File: src/rtl/qdc_pkg.sv
package qdc_pkg;
  typedef enum logic [1:0] {
    MODE_QUAD = 2'd0,
    MODE_BIN  = 2'd1,
    MODE_LVL  = 2'd2,
    MODE_EDGE = 2'd3
  } qdcMode_t;

  typedef struct packed {
    logic stepUp;
    logic stepDn;
    logic clear;
    logic badStep;
    logic button;
  } qdcStrobe_t;
endpackage

File: src/rtl/qdc_filter.sv
module qdc_filter #(
  parameter int DB_W = 8
) (
  input  logic            clk,
  input  logic            rst_n,
  input  logic            raw,
  input  logic [DB_W-1:0] len,
  output logic            level
);
  logic [DB_W-1:0] stableCnt;

  // Take the new level only after it has been held for len+1 edges.
  always_ff @(posedge clk) begin
    if (!rst_n) begin
      level     <= 1'b0;
      stableCnt <= '0;
    end else if (raw == level) begin
      stableCnt <= '0;
    end else if (stableCnt == len) begin
      level     <= raw;
      stableCnt <= '0;
    end else begin
      stableCnt <= stableCnt + 1'b1;
    end
  end
endmodule

File: src/rtl/qdc_ctrl.sv
module qdc_ctrl
  import qdc_pkg::*;
(
  input  logic       clk,
  input  logic       rst_n,
  input  logic       fA,
  input  logic       fB,
  input  logic       fZ,
  input  logic [1:0] mode,
  input  logic       zeroClrEn,
  output qdcStrobe_t strb
);
  logic prevA, prevB, prevZ;
  logic [1:0] curPos, prevPos, delta;
  logic aRise, bRise, zRise;
  logic up, dn, bad;

  always_ff @(posedge clk) begin
    if (!rst_n) begin
      prevA <= 1'b0;
      prevB <= 1'b0;
      prevZ <= 1'b0;
    end else begin
      prevA <= fA;
      prevB <= fB;
      prevZ <= fZ;
    end
  end

  always_comb begin
    // In quadrature mode, convert the Gray pair to a binary position first.
    if (qdcMode_t'(mode) == MODE_QUAD) begin
      curPos  = {fA, fA ^ fB};
      prevPos = {prevA, prevA ^ prevB};
    end else begin
      curPos  = {fA, fB};
      prevPos = {prevA, prevB};
    end
    delta = curPos - prevPos;
    aRise = fA & ~prevA;
    bRise = fB & ~prevB;
    zRise = fZ & ~prevZ;
    up  = 1'b0;
    dn  = 1'b0;
    bad = 1'b0;
    case (qdcMode_t'(mode))
      MODE_QUAD, MODE_BIN: begin
        up  = (delta == 2'd1);
        dn  = (delta == 2'd3);
        bad = (delta == 2'd2);
      end
      MODE_LVL: begin
        up = aRise & fB;
        dn = aRise & ~fB;
      end
      default: begin
        up = aRise & ~bRise;
        dn = bRise & ~aRise;
      end
    endcase
    strb.clear   = zRise & zeroClrEn;
    strb.button  = zRise & ~zeroClrEn;
    // A clear on the same edge takes priority and drops the step.
    strb.stepUp  = up & ~strb.clear;
    strb.stepDn  = dn & ~strb.clear;
    strb.badStep = bad;
  end
endmodule

File: src/rtl/qdc_datapath.sv
module qdc_datapath
  import qdc_pkg::*;
#(
  parameter int CNT_W = 32
) (
  input  logic             clk,
  input  logic             rst_n,
  input  qdcStrobe_t       strb,
  input  logic [CNT_W-1:0] upperBound,
  input  logic [CNT_W-1:0] lowerBound,
  input  logic             boundMode,
  output logic [CNT_W-1:0] count,
  output logic             countEvent,
  output logic             dirUp,
  output logic             upperHit,
  output logic             lowerHit,
  output logic             quadErr,
  output logic             buttonEvent
);
  logic [CNT_W-1:0] stepped;
  logic overUp, underLo, doStep;

  always_comb begin
    doStep  = strb.stepUp | strb.stepDn;
    stepped = strb.stepUp ? count + 1'b1 : count - 1'b1;
    overUp  = $signed(stepped) > $signed(upperBound);
    underLo = $signed(stepped) < $signed(lowerBound);
  end

  always_ff @(posedge clk) begin
    if (!rst_n) begin
      count       <= '0;
      countEvent  <= 1'b0;
      dirUp       <= 1'b0;
      upperHit    <= 1'b0;
      lowerHit    <= 1'b0;
      quadErr     <= 1'b0;
      buttonEvent <= 1'b0;
    end else begin
      countEvent  <= doStep;
      upperHit    <= doStep & overUp;
      lowerHit    <= doStep & underLo;
      quadErr     <= strb.badStep;
      buttonEvent <= strb.button;
      if (strb.clear) begin
        count <= '0;
      end else if (doStep) begin
        dirUp <= strb.stepUp;
        count <= (boundMode && (overUp || underLo)) ? '0 : stepped;
      end
    end
  end
endmodule

File: src/rtl/qdc_counter.sv
module qdc_counter
  import qdc_pkg::*;
#(
  parameter int CNT_W = 32,
  parameter int DB_W  = 8
) (
  input  logic             clk,
  input  logic             rst_n,
  input  logic             pinA,
  input  logic             pinB,
  input  logic             pinZ,
  input  logic [1:0]       mode,
  input  logic [DB_W-1:0]  dbLen,
  input  logic             zeroClrEn,
  input  logic             boundMode,
  input  logic [CNT_W-1:0] upperBound,
  input  logic [CNT_W-1:0] lowerBound,
  output logic [CNT_W-1:0] count,
  output logic             countEvent,
  output logic             dirUp,
  output logic             upperHit,
  output logic             lowerHit,
  output logic             quadErr,
  output logic             buttonEvent
);
  localparam int N_PINS = 3;

  logic [N_PINS-1:0] rawPins, filtPins;
  qdcStrobe_t strb;

  assign rawPins = {pinZ, pinB, pinA};

  for (genvar i = 0; i < N_PINS; i++) begin : g_filt
    qdc_filter #(.DB_W(DB_W)) u_filt (
      .clk(clk), .rst_n(rst_n), .raw(rawPins[i]), .len(dbLen), .level(filtPins[i])
    );
  end

  qdc_ctrl u_ctrl (
    .clk(clk), .rst_n(rst_n), .fA(filtPins[0]), .fB(filtPins[1]), .fZ(filtPins[2]),
    .mode(mode), .zeroClrEn(zeroClrEn), .strb(strb)
  );

  qdc_datapath #(.CNT_W(CNT_W)) u_dp (
    .clk(clk), .rst_n(rst_n), .strb(strb), .upperBound(upperBound),
    .lowerBound(lowerBound), .boundMode(boundMode), .count(count),
    .countEvent(countEvent), .dirUp(dirUp), .upperHit(upperHit),
    .lowerHit(lowerHit), .quadErr(quadErr), .buttonEvent(buttonEvent)
  );
endmodule

File: config.mk
export PLATFORM = sky130hd
export DESIGN_NAME = qdc_counter
export DESIGN_NICKNAME = d
export VERILOG_FILES = /design/src/rtl/qdc_pkg.sv /design/src/rtl/qdc_filter.sv /design/src/rtl/qdc_ctrl.sv /design/src/rtl/qdc_datapath.sv /design/src/rtl/qdc_counter.sv
export SDC_FILE = /design/constraint.sdc
export NUM_CORES = 1
export LEC_CHECK = 0
export ABC_AREA = 1
export BUFFER_PORTS_ARGS = -buffer_cell sky130_fd_sc_hd__buf_2
export CORE_ASPECT_RATIO = 0.5
export CORE_MARGIN = 4
export CORE_UTILIZATION = 47
export DETAILED_ROUTE_END_ITERATION = 12
export GPL_ROUTABILITY_DRIVEN = 1
export PLACE_DENSITY = 0.8
export SETUP_SLACK_MARGIN = 0.05
export SLEW_MARGIN = 20
export SYNTH_ARGS = -nofsm -noshare
export SYNTH_HDL_FRONTEND = slang
export SYNTH_HIERARCHICAL = 1
export SYNTH_SLANG_ARGS = --single-unit
File: constraint.sdc
create_clock -name clk -period 15.45 [get_ports clk]
set_input_delay 1.545 -clock clk [delete_from_list [all_inputs] [get_ports clk]]
set_output_delay 1.545 -clock clk [all_outputs]
set_load 0.1 [all_outputs]
==> results.txt <==
----------------------------------------------------
[Outcome]
  Outcome ... finished clean

[Placed design]
  Port-buffer cells ... roughly 120
  Final estimated routing congestion in global placement ... 0.923
  Placed cell areas ... 7880 um2
  Detailed-placement wirelength estimate ... ~16000 um
  DP Cell Count ... between 1000 and 1500

[Job]
  Max capacitance violation total ... 0

[Min path]
  Worst hold path class ... flop to flop
  Hold Crit Start ... g_filt[2].u_filt/stableCnt[0]

[Logic synthesis]
  Prevailing post-synth register cell ... dfxtp_1
  Number of synthesized flops with an enable pin ... 0
  Syn_nets ... 1332
  Cell taking the most area after synthesis ... dfxtp_1
  Async SR Flop Fraction ... 0%
  Number of distinct library cells after synthesis ... 34
  Gate count after technology mapping ... about 1200
  Number of storage elements in the synthesis netlist ... 68
  Largest cells by area after synthesis ... dfxtp_1 19%, ha_1 17%, nand2_1 17%
  Per-instance average area after synthesis ... 6.18 um2
  Yosys synthesis warning count ... 6
  Proportion of netlist area held by the largest area contributor ... between 10% and 20%
  Syn Std Cell Area ... 7120 um2
  Sequential-to-total area share from yosys stat ... a little under a fifth

[Worst setup path]
  Critical path data required time ... around 16 ns
  Slack of the worst reg-to-reg path ... 8.40 ns
  Arrival time at the worst endpoint ... between 8 and 9 ns
  CP Max Fanout ... 32
  Crit end category ... flop
  CP most frequent cell ... nand2_1
  Worst setup path start ... mode[1]
  Delay of the slowest cell on the worst path ... a little over 1 ns
  Cell with the biggest individual delay on the critical path ... clkinv_1
  Type of the setup path with the least slack ... input pin to flop
  Startpoint of the most critical register-to-register path ... g_filt[0].u_filt/level
  Startpoint type of the worst setup path ... input pin

[Clock network]
  Root cell of the clock tree ... clkbuf_16
  Count of instances resized after the clock tree is built ... 0
  Clock buffers created by TritonCTS ... 9
  Number of clock sinks seen by CTS ... 68
  Clock tree from TritonCTS ... yes
  Maximum clock path buffer count ... 2
  Clock latency on the worst-skew pair ... roughly 0.34 ns
  Clock-pin slew of the registers on the worst-case setup and hold paths ... roughly 0.060 ns
  Hold buffers post-CTS ... 0
  H-tree depth ... 3
  Post-CTS Repair Setup Buffers ... 0

[Drt]
  Initial drt markers ... 359
  DR DRC count ... 0
  Routed wirelength normalized by instance count ... approximately 13 um
  1st-pass router iterations ... 5
  Total wire length after detailed routing ... 19300 um
  Residual antenna-violating net count after detailed routing ... 0
  Detailed-route via count ... 7327
  Detailed-route vias per instance ... 4.99

[Global routing]
  Global-route wire length before repair ... between 30000 and 40000 um
  Number of antenna violations at the first check in global routing ... 1
  Global-route congestion overflow total ... 0
  Largest net degree at the start of global routing ... 68
  Number of global-route vias before repair ... approximately 6900
  Overall Global Routing Usage ... 22.0%

[Layout]
  Final Cell Area ... between 8000 and 9000 um2
  Final nets ... 1446
  Fraction of layout cells with a size suffix above 1 ... roughly 14%
  Fillcell total ... 1459
  P&R area growth vs syn ... 14.7%
  Number of diodes added for antenna fixing ... 0
  Count of non-filler cells in the finished layout ... approximately 1500

[Timing]
  Min Tclk post-route ... approximately 8.1 ns
  Final worst clock skew ... between 0.006 and 0.007 ns
  Worst rel slew slack ... between 20% and 30%
  Total negative slack ... 0 ns
  Fmax ... between 100 and 150 MHz
  Final Cycle Share ... between 50% and 60%
  Number of hold-slack violations in the final timing report ... 0
  Setup repair after global routing missed its margin ... no
  Setup violations, final ... 0
  Pin slew with the least headroom to its limit ... ~1.1 ns
  Fin. max-slew vios ... 0

[Die]
  Floorplan die area ... roughly 17000 um2
  I/O pins ... between 100 and 150
  Starting Density ... just under 50%
  Height of the die ... around 95 um
  Die width ... about 180 um
  Number of standard-cell rows in the floorplan ... 31
  Core ar. ... 14700 um2

----------------------------------------------------
-- per-stage QoR --
step	worst slack, ns	hold slack, ns	utilization (%)
floorplan	9.37	0.451	-
global placement	7.83	0.469	53.7
detailed placement	7.65	0.477	53.7
CTS	7.92	0.491	55.7
global route	6.77	0.500	55.7
finish	7.38	0.489	55.7
-- cells in the mapped netlist (9+ instances only) --
cell type and number:
a21oi_1 93, a21oi_2 10, clkbuf_1 11, dfxtp_1 68, ha_1 98, inv_1 229, nand2_1 317, nand2_2 16
nand3_1 37, nand4_1 9, nor2_1 128, nor3_1 10, o21ai_0 25, xnor2_1 13, xor2_1 38
-- routing by layer --
layer | up-vias | track usage, % | wire length (um)
met1 | 3257 | 28.0 | 8940
met3 | 42 | 3.85 | 1110
met5 | - | 0 | 7
li1 | 3801 | - | -
met4 | 2 | 6.43 | 423
met2 | 225 | 38.6 | 8830
-- area by class of cell --
class	instances	area [um2]	area share, %
tap	198	248	3.03
multi-input combinational	839	4810	58.9
timing repair buffer	119	598	7.32
clock inverter	6	63.8	0.781
inverter	229	860	10.5
sequential	68	1360	16.7
clock buffer	10	229	2.80
-- critical path: cells and delay by family --
family | cells | cell delay (ns)
XOR/XNOR | 2 | 0.40
buffers and inverters | 5 | 1.41
AO/OA/AOI/OAI | 3 | 0.68
adder cells (fa/ha/maj) | 3 | 1.36
AND/OR/NAND/NOR | 19 | 2.89
-- cells by family (layout without fill, tap and decap cells) --
group	count (synthesis)	in the layout	share of synthesized area [%]
AOI/OAI and AO/OA	147	147	11.5
and+or+nand+nor	542	542	32.2
buffers and inverters	245	364	13.4
adders and majority gates	99	99	17.5
DFF	68	68	19.1
xor gates and xnor gates	51	51	6.27
-- registers in the layout, indices dropped and copies added, names as in the netlist --
name and flops:
u_ctrl/prevA 1, u_dp/countEvent 1, u_dp/dirUp 1, g_filt.u_filt/level 3, u_dp/quadErr 1, u_dp/buttonEvent 1, u_ctrl/prevZ 1, g_filt.u_filt/stableCnt 24
u_dp/count 32, u_dp/lowerHit 1, u_dp/upperHit 1, u_ctrl/prevB 1
-- worst paths after layout --
| path | endpoint | depth (start not counted) |
|---|---|---|
| max reg2reg | u_dp/count[1] | 30 |
| max | u_dp/count[1] | 32 |
| min reg2reg | g_filt[2].u_filt/stableCnt[0] | 1 |
| min | g_filt[2].u_filt/stableCnt[0] | 1 |
-- cell usage in the layout (no fill, tap or decap), types with 13 or more instances in the layout --
| master | synthesis | layout |
|---|---|---|
| nand3_1 | 37 | 37 |
| ha_1 | 98 | 98 |
| o21ai_0 | 25 | 25 |
| inv_1 | 229 | 228 |
| buf_2 | 0 | 118 |
| nor2_1 | 128 | 127 |
| dfxtp_1 | 68 | 68 |
| nand2_1 | 317 | 317 |
| xnor2_1 | 13 | 13 |
| a21oi_1 | 93 | 93 |
| nand2_2 | 16 | 16 |
| xor2_1 | 38 | 38 |
Power is left out: the tool's default activity adds up to more than one toggle a clock period on the data nets, which glitch-free logic cannot reach.
